`src/rtl/sleep_guard_pkg.sv`:
```
package sleep_guard_pkg;
  typedef enum logic [1:0] {
    PH_AWAKE   = 2'd0,
    PH_ASLEEP  = 2'd1,
    PH_RECOVER = 2'd2
  } phase_e;

  function automatic int max_int(input int a, input int b);
    return (a > b) ? a : b;
  endfunction
endpackage

```
`src/rtl/sleep_sync.sv`:
```
module sleep_sync #(
  parameter int STAGES = 2
) (
  input  logic clk_i,
  input  logic rst_ni,
  input  logic d_i,
  output logic q_o
);
  logic [STAGES-1:0] chain_q;

  generate
    if (STAGES == 1) begin : g_one
      always_ff @(posedge clk_i or negedge rst_ni) begin
        if (!rst_ni) chain_q <= '0;
        else         chain_q <= d_i;
      end
    end else begin : g_many
      always_ff @(posedge clk_i or negedge rst_ni) begin
        if (!rst_ni) chain_q <= '0;
        else         chain_q <= {chain_q[STAGES-2:0], d_i};
      end
    end
  endgenerate

  assign q_o = chain_q[STAGES-1];
endmodule

```
`src/rtl/sleep_fsm.sv`:
```
module sleep_fsm
  import sleep_guard_pkg::*;
#(
  parameter int ENTRY_CYCLES   = 2,
  parameter int RECOVER_CYCLES = 5
) (
  input  logic   clk_i,
  input  logic   rst_ni,
  input  logic   req_sync_i,
  output phase_e phase_o
);
  localparam int MAX_CNT = max_int(ENTRY_CYCLES, RECOVER_CYCLES);
  localparam int CNT_W   = $clog2(MAX_CNT + 1);
  localparam logic [CNT_W-1:0] ENTRY_LAST   = CNT_W'(ENTRY_CYCLES - 1);
  localparam logic [CNT_W-1:0] RECOVER_LAST = CNT_W'(RECOVER_CYCLES - 1);

  phase_e           phase_q, phase_d;
  logic [CNT_W-1:0] cnt_q, cnt_d;

  always_comb begin
    phase_d = phase_q;
    cnt_d   = cnt_q;
    unique case (phase_q)
      PH_AWAKE: begin
        if (req_sync_i) begin
          if (cnt_q == ENTRY_LAST) begin
            phase_d = PH_ASLEEP;
            cnt_d   = '0;
          end else begin
            cnt_d = cnt_q + 1'b1;
          end
        end else begin
          cnt_d = '0; // abandoned entry
        end
      end
      PH_ASLEEP: begin
        if (!req_sync_i) begin
          phase_d = PH_RECOVER;
          cnt_d   = '0;
        end
      end
      PH_RECOVER: begin
        if (req_sync_i) begin
          phase_d = PH_ASLEEP; // core still quiet, no entry delay
          cnt_d   = '0;
        end else if (cnt_q == RECOVER_LAST) begin
          phase_d = PH_AWAKE;
          cnt_d   = '0;
        end else begin
          cnt_d = cnt_q + 1'b1;
        end
      end
      default: begin
        phase_d = PH_AWAKE;
        cnt_d   = '0;
      end
    endcase
  end

  always_ff @(posedge clk_i or negedge rst_ni) begin
    if (!rst_ni) begin
      phase_q <= PH_AWAKE;
      cnt_q   <= '0;
    end else begin
      phase_q <= phase_d;
      cnt_q   <= cnt_d;
    end
  end

  assign phase_o = phase_q;
endmodule

```
`src/rtl/sleep_cmd_filter.sv`:
```
module sleep_cmd_filter
  import sleep_guard_pkg::*;
(
  input  phase_e phase_i,
  input  logic   cmd_valid_i,
  input  logic   cmd_write_i,
  output logic   cmd_valid_o,
  output logic   cmd_write_o,
  output logic   in_gate_o,
  output logic   out_off_o,
  output logic   wr_drop_o
);
  logic is_sleep, is_recov;

  assign is_sleep = (phase_i == PH_ASLEEP);
  assign is_recov = (phase_i == PH_RECOVER);

  always_comb begin
    cmd_valid_o = cmd_valid_i;
    wr_drop_o   = 1'b0;
    if (is_sleep) begin
      cmd_valid_o = 1'b0;
    end else if (is_recov && cmd_write_i) begin
      cmd_valid_o = 1'b0;
      wr_drop_o   = cmd_valid_i;
    end
  end

  assign cmd_write_o = cmd_valid_o & cmd_write_i;
  assign in_gate_o   = ~is_sleep;
  assign out_off_o   = is_sleep;
endmodule

```
`src/rtl/sleep_guard.sv`:
```
module sleep_guard
  import sleep_guard_pkg::*;
#(
  parameter int SYNC_STAGES    = 2,
  parameter int ENTRY_CYCLES   = 2,
  parameter int RECOVER_CYCLES = 5
) (
  input  logic clk_i,
  input  logic rst_ni,
  input  logic sleep_req_i,
  input  logic cmd_valid_i,
  input  logic cmd_write_i,
  output logic cmd_valid_o,
  output logic cmd_write_o,
  output logic in_gate_o,
  output logic out_off_o,
  output logic asleep_o,
  output logic recovering_o,
  output logic wr_drop_o
);
  logic   req_sync;
  phase_e phase;

  sleep_sync #(.STAGES(SYNC_STAGES)) u_sync (
    .clk_i (clk_i),
    .rst_ni(rst_ni),
    .d_i   (sleep_req_i),
    .q_o   (req_sync)
  );

  sleep_fsm #(
    .ENTRY_CYCLES  (ENTRY_CYCLES),
    .RECOVER_CYCLES(RECOVER_CYCLES)
  ) u_fsm (
    .clk_i     (clk_i),
    .rst_ni    (rst_ni),
    .req_sync_i(req_sync),
    .phase_o   (phase)
  );

  sleep_cmd_filter u_filt (
    .phase_i    (phase),
    .cmd_valid_i(cmd_valid_i),
    .cmd_write_i(cmd_write_i),
    .cmd_valid_o(cmd_valid_o),
    .cmd_write_o(cmd_write_o),
    .in_gate_o  (in_gate_o),
    .out_off_o  (out_off_o),
    .wr_drop_o  (wr_drop_o)
  );

  assign asleep_o     = (phase == PH_ASLEEP);
  assign recovering_o = (phase == PH_RECOVER);
endmodule

```
`config.mk`:
```
export PLATFORM = sky130hd
export DESIGN_NAME = sleep_guard
export DESIGN_NICKNAME = d
export VERILOG_FILES = /design/src/rtl/sleep_guard_pkg.sv /design/src/rtl/sleep_sync.sv /design/src/rtl/sleep_fsm.sv /design/src/rtl/sleep_cmd_filter.sv /design/src/rtl/sleep_guard.sv
export SDC_FILE = /design/constraint.sdc
export NUM_CORES = 1
export LEC_CHECK = 0
export ABC_AREA = 1
export BUFFER_PORTS_ARGS = -buffer_cell sky130_fd_sc_hd__buf_4
export CORE_MARGIN = 2
export CORE_UTILIZATION = 23
export DETAILED_ROUTE_END_ITERATION = 10
export PLACE_DENSITY = 0.47
export SLEW_MARGIN = 20
export SYNTH_ARGS = -nofsm -noshare
export SYNTH_HDL_FRONTEND = slang
export SYNTH_SLANG_ARGS = --single-unit
```
`constraint.sdc`:
```
create_clock -name clk_i -period 1.6 [get_ports clk_i]
set_clock_uncertainty 0.15 [all_clocks]
set_input_delay 0.24 -clock clk_i [delete_from_list [all_inputs] [get_ports clk_i]]
set_output_delay 0.24 -clock clk_i [all_outputs]
set_load 0.02 [all_outputs]
```
-- Word level (Yosys, flattened, before mapping)
Cells that the tools add are included.
- bits in registers: 7
- logic and storage cells: 33
- $add $sub $neg: 1
- equality and inequality tests: 8
- multiplexer cells: 16
- bitwise logic cells: 2
- reduce and logical (&&, ||, !) cells: 3
- operators by type and width (cell ; count):
    $mux 3 ; 5
    $mux 2 ; 5
    $pmux 3 s3 ; 1
    $pmux 2 s3 ; 1
    $mux 1 ; 4
    $ne 2x2->1 const B ; 2
    $reduce_and 4->1 ; 1
    $add 3x1->3 const B ; 1
    $eq 3x1->1 const B ; 1
    $eq 3x3->1 const B ; 1
    $ne 3x3->1 const B ; 1
    $eq 2x1->1 const B ; 1
    $eq 2x2->1 const B ; 1
    $logic_not 2->1 ; 1
    $ne 2x1->1 const B ; 1
    $and 1x1->1 ; 1
    $logic_and 1x1->1 ; 1
    $not 1->1 ; 1

-- Depth between registers and ports, before layout
Gate-level depths: netlist (run 1).
- depth in word-level cells: 5
- mapped depth: 7
- depth with buffers taken out: 7

-- By module
Synthesis (run 1) repeated with hierarchy kept, for this count alone.
- cell total of the unflattened synthesis: 53
- area, all modules: 412.9 um^2
- by module, submodules not included (module ; instances ; cells each ; area each (um^2) ; seq. area each (um^2)):
    sleep_fsm ; 1 ; 38 ; 299.0 ; 125.1
    sleep_sync ; 1 ; 2 ; 50.0 ; 50.0
    sleep_cmd_filter ; 1 ; 9 ; 48.8 ; 0.0
    sleep_guard ; 1 ; 4 ; 15.0 ; 0.0

-- Worst setup path after synthesis (run 1)
Ideal clock, no wire load.
- path type: register to output
- from: register u_fsm.phase_q[0] (netlist: u_fsm.phase_o[0])
- to: output port cmd_valid_o
- arrival: 1063 ps
- data required time: 1210 ps
- slack: 147 ps
- stages on the path, launching flop included: 4
- path buffers: 0
- cells stage by stage: dfrtp_1 -> nand2_2 -> nand2_1 -> a21oi_1
- cells in the longest elaborated chain, start to end: 4
- elaborated cells between the ends (all ways): 5
- classes of those cells: eq/ne: 2; mux: 2; reduce/logical: 1
- ends and longest elaborated chain (what ; line ; source):
    start: declaration ; sleep_fsm.sv:17 ; phase_e phase_q, phase_d;
    start signal: assignment ; sleep_fsm.sv:65 ; phase_q <= phase_d;
    $eq 2x2->1 ; sleep_cmd_filter.sv:16 ; assign is_recov = (phase_i == PH_RECOVER);
    $logic_and 1x1->1 ; sleep_cmd_filter.sv:23 ; end else if (is_recov && cmd_write_i) begin
    $mux 1 ; sleep_cmd_filter.sv:23 ;
    $mux 1 * ; sleep_cmd_filter.sv:21 ; if (is_sleep) begin
    end: declaration ; sleep_guard.sv:13 ; output logic cmd_valid_o,
Mark *: on every way between the ends. The rest lies on a longest branch, timed or not.

-- Final worst setup path (run 1)
- from: register u_fsm.phase_q[0] (netlist: u_fsm.phase_o[0])
- to: output port cmd_write_o
- cells in the longest elaborated chain, start to end: 5
- elaborated cells between the ends (all ways): 6
- classes of those cells: eq/ne: 2; mux: 2; bitwise: 1; reduce/logical: 1
- ends and longest elaborated chain (what ; line ; source):
    $eq 2x2->1 ; sleep_cmd_filter.sv:16 ;
    $logic_and 1x1->1 ; sleep_cmd_filter.sv:23 ;
    $mux 1 ; sleep_cmd_filter.sv:23 ;
    $mux 1 * ; sleep_cmd_filter.sv:21 ;
    $and 1x1->1 * ; sleep_cmd_filter.sv:29 ; assign cmd_write_o = cmd_valid_o & cmd_write_i;
    end: declaration ; sleep_guard.sv:14 ; output logic cmd_write_o,
Marked as above.

==> impl_metrics.csv, run 1 <==
group,metric,value,unit
power,power_density,1670,mW/mm2
layout,fillers,158,
setup_path,cp-start-kind,"register",
setup_path,crit_top_cell,"nand2_2",
global_route,grt_overflow,0,
placed_design,dpl.hpwl,543,um
clock_network,clock_sinks,7,
setup_path,critical_path_class,"register to output pin",
die,dieArea,0.00205,mm2
layout,final_design_area_no_fill,572,um2
sta,period_share,96.4,%
placed_design,place_area,487,um2
setup_path,cp_max_fo,3,
placed_design,io_buffers,11,
sta,min_period,1.54,ns
placed_design,place.gp.congestion,0.713,
clock_network,insertion_delay,0.25,ns
layout,final_nets,73,
logic_synthesis,synth_cell_types,17,
logic_synthesis,ys_seq_elements,7,
run,maxCapViolCount,0,
clock_network,cts_tree,"done",
setup_path,cp_cell_sequence,"nand2_2, nand2_2, nor3b_2, buf_4",
min_path,min_path_type,"input pin to asynchronous set/reset pin",
sta,rsz0062_at_grt,"true",
die,die_y,45.3,um
sta,clock.fmax,649,MHz
die,coreArea,0.00156,mm2
global_route,grt_pass1_vias,334,
logic_synthesis,synth_seq_area_share,44.7,%
clock_network,cts_made_buffers,3,
layout,antennaDiodeCount,0,
layout,drive_above_1_share,40.6,%
logic_synthesis,postSynthAreaPerCell,8.70,um2
setup_path,endpoint_kind,"output pin",
logic_synthesis,syn_inst,45,
layout,layout_commonest_cell,"buf_4",
sta,slew_violations,0,
power,vdd_drop_max,0.647,mV
logic_synthesis,yosys_warnings,0,
sta,finalSetupTns,0,ns
sta,tightest_slew,0.194,ns
routing,drcViolationCount,0,
routing,final_antenna_net_count,0,
global_route,grt_max_degree,8,
die,io_pins,12,
layout,syn_to_final_growth,46.0,%
run_status,status,"completed",
sta,setup_viol,0,
setup_path,arrival,1.15,ns
routing,wl,748,um
logic_synthesis,syn_nets,53,
global_route,grt_use_total,8.34,%
clock_network,clock_path_buffers,2,
setup_path,slowest_delay,0.43,ns
die,die_w,45.3,um
setup_path,path_delay_family,"flip-flops",
setup_path,cp_slowest_cell,"dfrtp_1",
power,power_leakage,0.000307,uW
routing,first_pass_iters,4,
routing,viasPerCell,4.24,
die,initial_core_util,25.1,%
global_route,grt_pass1_wl,1.21,mm
routing,wl_per_cell,9.35,um
global_route,antenna_found_initial,0,
clock_network,path_clk_slew,0.06,ns
clock_network,cts-root-buf,"clkbuf_4",
setup_path,critPathRequiredTime,1.21,ns
layout,final_cell_mix,"12 x buf_4, 11 x nand2_1, 7 x dfrtp_1, 5 x nand3_1, 4 x inv_1",
routing,drtIter0Drc,1,
sta,relSlewSlack,86.9,%
clock_network,htreeDepth,1,
power,total_power,954,uW
die,rows,14,
routing,vias,339,
logic_synthesis,netlist_area,392,um2
sta,hold_viol,0,
setup_path,worst-path-buf-inv,1,
final cells by class:
type / count / area (um2) / area share, %
well taps: 16 / 20.0 / 3.50
multi-input cells: 30 / 190 / 33.3
flip-flops and latches: 7 / 175 / 30.6
clock inverters: 1 / 5.00 / 0.875
inverters: 7 / 26.3 / 4.60
clock buffers: 3 / 22.5 / 3.94
repair buffers: 16 / 133 / 23.2
repair_timing:
item / 4_1_cts / 5_1_grt
pin swaps: 1 / 1
hold buffers: 2 / 0
setup buffers: 3 / 0
hold endpoints to repair: 8 / 0
endpoints found under the setup margin: 3 / 4
resized for setup: 1 / 4
state kept, by name, indices dropped and copies added, names as in the netlist:
| name | flops |
|---|---|
| u_sync.chain_q | 2 |
| u_fsm.cnt_q | 3 |
| u_fsm.phase_o | 2 |
cell families (layout without fill, tap and decap cells):
logic type | Yosys count | after routing | synth area share (%)
simple gates | 23 | 23 | 29.7
buf+inv | 8 | 27 | 8.63
flops | 7 | 7 | 44.7
fa+ha+maj | 3 | 3 | 9.59
compound gates | 3 | 3 | 5.11
xor+xnor | 1 | 1 | 2.24
through the flow:
stage	utilization, %	instances	hold WS, ns	worst slack, ns
after global routing	36.7	80	0.185	-0.00459
after global placement	31.2	71	-0.0920	0.247
final	36.7	80	0.175	0.0583
after detailed placement	31.2	71	-0.0900	0.235
after CTS	36.0	80	0.164	0.0467
after floorplan	-	45	-0.206	0.147
per-layer routing:
layer	vias to the layer above	track usage [%]	wire, um
met5	-	0	0
met4	0	7.06	0
met3	0	1.20	41
met2	12	14.0	325
met1	147	9.11	381
li1	180	-	-
path summary, 6_finish.rpt:
kind | start | end | slack, ns | cells after the start
min in group clk_i | u_sync.chain_q[0] | u_sync.chain_q[1] | 0.20 | 0
max in group asynchronous | rst_ni | u_fsm.cnt_q[0] | 0.99 | 2
setup reg to reg | u_fsm.cnt_q[0] | u_fsm.cnt_q[0] | 0.31 | 7
hold reg to reg | u_sync.chain_q[0] | u_sync.chain_q[1] | 0.20 | 0
setup / recovery | u_fsm.phase_o[0] | cmd_write_o | 0.06 | 4
hold / removal | rst_ni | u_fsm.cnt_q[2] | 0.17 | 2
worst register-to-register path, delay by kind of cell, from the launching register on:
family                   cells  cell delay, ns
adder cells (fa/ha/maj)      1            0.19
buffers and inverters        1            0.08
flip-flops                   1            0.40
AND/OR/NAND/NOR              5            0.41
report_power, final:
group	internal [uW]	switching (uW)	leakage, uW	total [uW]
Sequential	227	52.3	0.0000889	279
Combinational	233	282	0.000200	514
Clock	91.5	69.6	0.0000177	161
Yosys cell counts:
cell / instances / share of area, %
nor3b_2: 1 / 3.2
and3_1: 1 / 1.6
a21oi_1: 1 / 1.3
nor2_1: 1 / 0.96
nand2_2: 1 / 1.6
nor2_4: 1 / 2.9
inv_1: 5 / 4.8
dfrtp_1: 7 / 45
buf_4: 1 / 1.9
o31ai_1: 1 / 1.9
o21bai_1: 1 / 1.9
nand3_1: 5 / 6.4
nand2_1: 12 / 12
inv_2: 2 / 1.9
xor2_1: 1 / 2.2
nor2_2: 1 / 1.6
ha_1: 3 / 9.6
(Power assumes the default switching activity.)
==> run 2: changes to the inputs <==
--- a/config.mk
+++ b/config.mk
@@ -5,7 +5,7 @@
 export SDC_FILE = /design/constraint.sdc
 export NUM_CORES = 1
 export LEC_CHECK = 0
-export ABC_AREA = 1
+export ABC_CLOCK_PERIOD_IN_PS = 1600
 export BUFFER_PORTS_ARGS = -buffer_cell sky130_fd_sc_hd__buf_4
 export CORE_MARGIN = 2
 export CORE_UTILIZATION = 23
==> run 2 against run 1 <==
Highest routed layer unchanged. Setup slack worse by 0.044 ns. Largest power group unchanged. Flip-flop and latch count unchanged. Area after synthesis up 0.64%. Via count down 3.2%. Register-to-register slack worse by 0.23 ns. Combinational power up 17%. Cell count down 6.3%. Hold slack better by 0.0080 ns. Wire length up 5.3%. Non-clock buffer count up 1.
==> impl_metrics.csv, run 2 <==
group,metric,value,unit
sta,finalSetupTns,0,ns
power,p_int,628,uW
logic_synthesis,yosys_warnings,0,
layout,regArea,176,um2
clock_network,clock_sinks,7,
setup_path,r2r_end,"u_fsm.cnt_q[1]",
die,coreArea,0.00156,mm2
logic_synthesis,syn_inst,39,
routing,vias,328,
run_status,status,"completed",
setup_path,cp-start-kind,"register",
power,clkPwrFrac,15.4,%
layout,fillers,153,
routing,wl_per_cell,10.5,um
logic_synthesis,async_flop_share,100,%
power,power_leakage,0.000292,uW
setup_path,reg2reg_setup_slack,0.08,ns
sta,min_period,1.59,ns
logic_synthesis,postSynthAreaPerCell,10.1,um2
power,vdd_drop_max,0.739,mV
layout,antennaDiodeCount,0,
layout,final_cell_mix,"14 x buf_4, 6 x dfrtp_1, 4 x nand2_1",
setup_path,slowest_delay,0.44,ns
layout,layout_commonest_cell,"buf_4",
layout,drive_above_1_share,47.5,%
logic_synthesis,synth_seq_area_share,44.4,%
logic_synthesis,synth.top_cell.area_share,44.4,%
layout,syn_to_final_growth,50.8,%
layout,multi_input_area,224,um2
sta,setup_viol,0,
sta,period_share,99.1,%
power,p_sw,407,uW
routing,final_antenna_net_count,0,
routing,viasPerCell,4.37,
layout,largest-register,"u_fsm.cnt_q",
placed_design,dp_slack,-0.00365,ns
routing,wl,788,um
die,io_pins,12,
setup_path,cp_slowest_cell,"dfrtp_2",
setup_path,endpoint_kind,"output pin",
power,p_seq_share,26.7,%
sta,rsz0062_at_grt,"true",
global_route,grt_pass1_vias,299,
setup_path,reg2reg_depth,6,
logic_synthesis,ys_seq_elements,7,
logic_synthesis,synth_edf_count,0,
logic_synthesis,synth_top_area_cell,"dfrtp_1",
global_route,grt_pass1_wl,1.21,mm
sta,relSlewSlack,85.7,%
layout,final_nets,68,
placed_design,place.gp.congestion,0.702,
layout,largest_reg_flops,3,
die,dieArea,0.00206,mm2
die,die_y,45.4,um
global_route,antenna_found_initial,0,
sta,hold_viol,0,
power,power_density,1740,mW/mm2
clock_network,htreeDepth,1,
clock_network,path_clk_slew,0.05,ns
sta,setup_slack,0.0147,ns
logic_synthesis,syn_nets,47,
placed_design,dpl.hpwl,608,um
logic_synthesis,post-synth-top-count-cell,"dfrtp_1",
setup_path,cp_max_fo,4,
die,die_w,45.4,um
clock_network,cts_made_buffers,3,
setup_path,critPathRequiredTime,1.21,ns
logic_synthesis,synthTopCellsByCount,"7 x dfrtp_1, 5 x nand2_1, 3 x a21oi_1, 3 x ha_1, 3 x nor2_1",
clock_network,cts-root-buf,"clkbuf_4",
logic_synthesis,synth_cell_types,20,
sta,tightest_slew,0.212,ns
clock_network,insertion_delay,0.25,ns
logic_synthesis,synth_area_leaders,"dfrtp_1 44%, ha_1 9.5%, a2bb2o_4 5.1%",
die,initial_core_util,25.3,%
die,rows,14,
routing,drtIter0Drc,11,
global_route,grt_overflow,0,
routing,drcViolationCount,0,
sta,clock.fmax,631,MHz
power,pwr-share-comb,58.0,%
min_path,min_path_type,"input pin to asynchronous set/reset pin",
sta,slew_violations,0,
global_route,grt_use_total,8.47,%
logic_synthesis,synth_ff_type,"dfrtp_1",
setup_path,cp_cell_sequence,"nor2b_4, a21oi_2, and2_1, buf_6",
routing,first_pass_iters,4,
placed_design,io_buffers,11,
power,swShare,39.3,%
setup_path,rr_startpoint,"u_fsm.cnt_q[1]",
setup_path,critical_path_class,"register to output pin",
run,maxCapViolCount,0,
global_route,grt_max_degree,8,
logic_synthesis,netlist_area,394,um2
clock_network,cts_tree,"done",
setup_path,arrival,1.20,ns
clock_network,clock_path_buffers,2,
## run 2: changes by cell type after synthesis, moves of 2 or more
| cell | delta |
|---|---|
| nand3_1 | -4 |
| nor2_1 | +2 |
| nor2b_1 | +2 |
| inv_1 | -3 |
| a21oi_1 | +2 |
| nand2_1 | -7 |
## run 2: cells by family after synthesis
family,synth area share (%)
adder cells (fa/ha/maj),9.52
buffers and inverters,4.76
AND/OR/NAND/NOR,22.5
AO/OA/AOI/OAI,18.7
flip-flops,44.4
## run 2: repair_timing
item,4_1_cts,5_1_grt
pin swaps,2,2
buffers inserted,1,1
hold endpoints to repair,8,0
setup endpoints to repair,4,3
resized for setup,6,2
hold buffers,2,0
## run 2: worst max-delay path by stage
stage / start / to / slack (ns) / depth (start not counted)
final: u_fsm.phase_o[0] / cmd_write_o / 0.01 / 4
after global routing: u_fsm.phase_o[0] / cmd_write_o / -0.05 / 5
after CTS: u_fsm.phase_o[0] / cmd_write_o / 0.001 / 5
after detailed placement: u_fsm.cnt_q[1] / u_fsm.cnt_q[1] / -0.004 / 6
after global placement: u_fsm.cnt_q[1] / u_fsm.cnt_q[1] / 0.002 / 6
after floorplan: u_fsm.phase_o[1] / cmd_write_o / 0.006 / 4
## run 2: area by class of cell
type | instances | share of cell area, %
multi-input combinational | 28 | 37.7
sequential | 7 | 29.7
inverter | 3 | 1.89
timing repair buffer | 17 | 22.9
tap | 16 | 3.37
clock buffer | 4 | 4.42
## run 2: layer usage
| metal | track usage [%] | up-vias | share of wire (%) |
|---|---|---|---|
| li1 | - | 173 | - |
| met1 | 10.9 | 151 | 45 |
| met2 | 11.5 | 4 | 53 |
| met3 | 3.57 | 0 | 1.9 |
| met4 | 5.29 | 0 | 0 |
| met5 | 0 | - | 0 |
## run 2: power by group through the flow
stage / registers, uW / clock network [uW] / logic (uW)
2_1_floorplan: 275 / 0 / 351
3_3_place_gp: 271 / 0 / 538
3_5_place_dp: 271 / 0 / 527
4_1_cts: 272 / 169 / 580
5_1_grt: 284 / 186 / 652
6_report: 276 / 159 / 600
## run 2: worst max-delay path, delay by kind of cell (launching register included)
kind            cells  cell delay (ns)
compound gates      1             0.07
buf+inv             1             0.13
flops               1             0.44
simple gates        2             0.32
## run 2: stage by stage
step	instances	total power (uW)	hold WS, ns	cell area, um2	utilization, %
5_1_grt	75	1120	0.181	594	38.1
4_1_cts	74	1020	0.170	582	37.3
3_3_place_gp	67	809	-0.0915	508	32.6
6_report	75	1040	0.183	594	38.1
2_1_floorplan	39	626	-0.206	398	-
3_5_place_dp	67	798	-0.0925	508	32.6
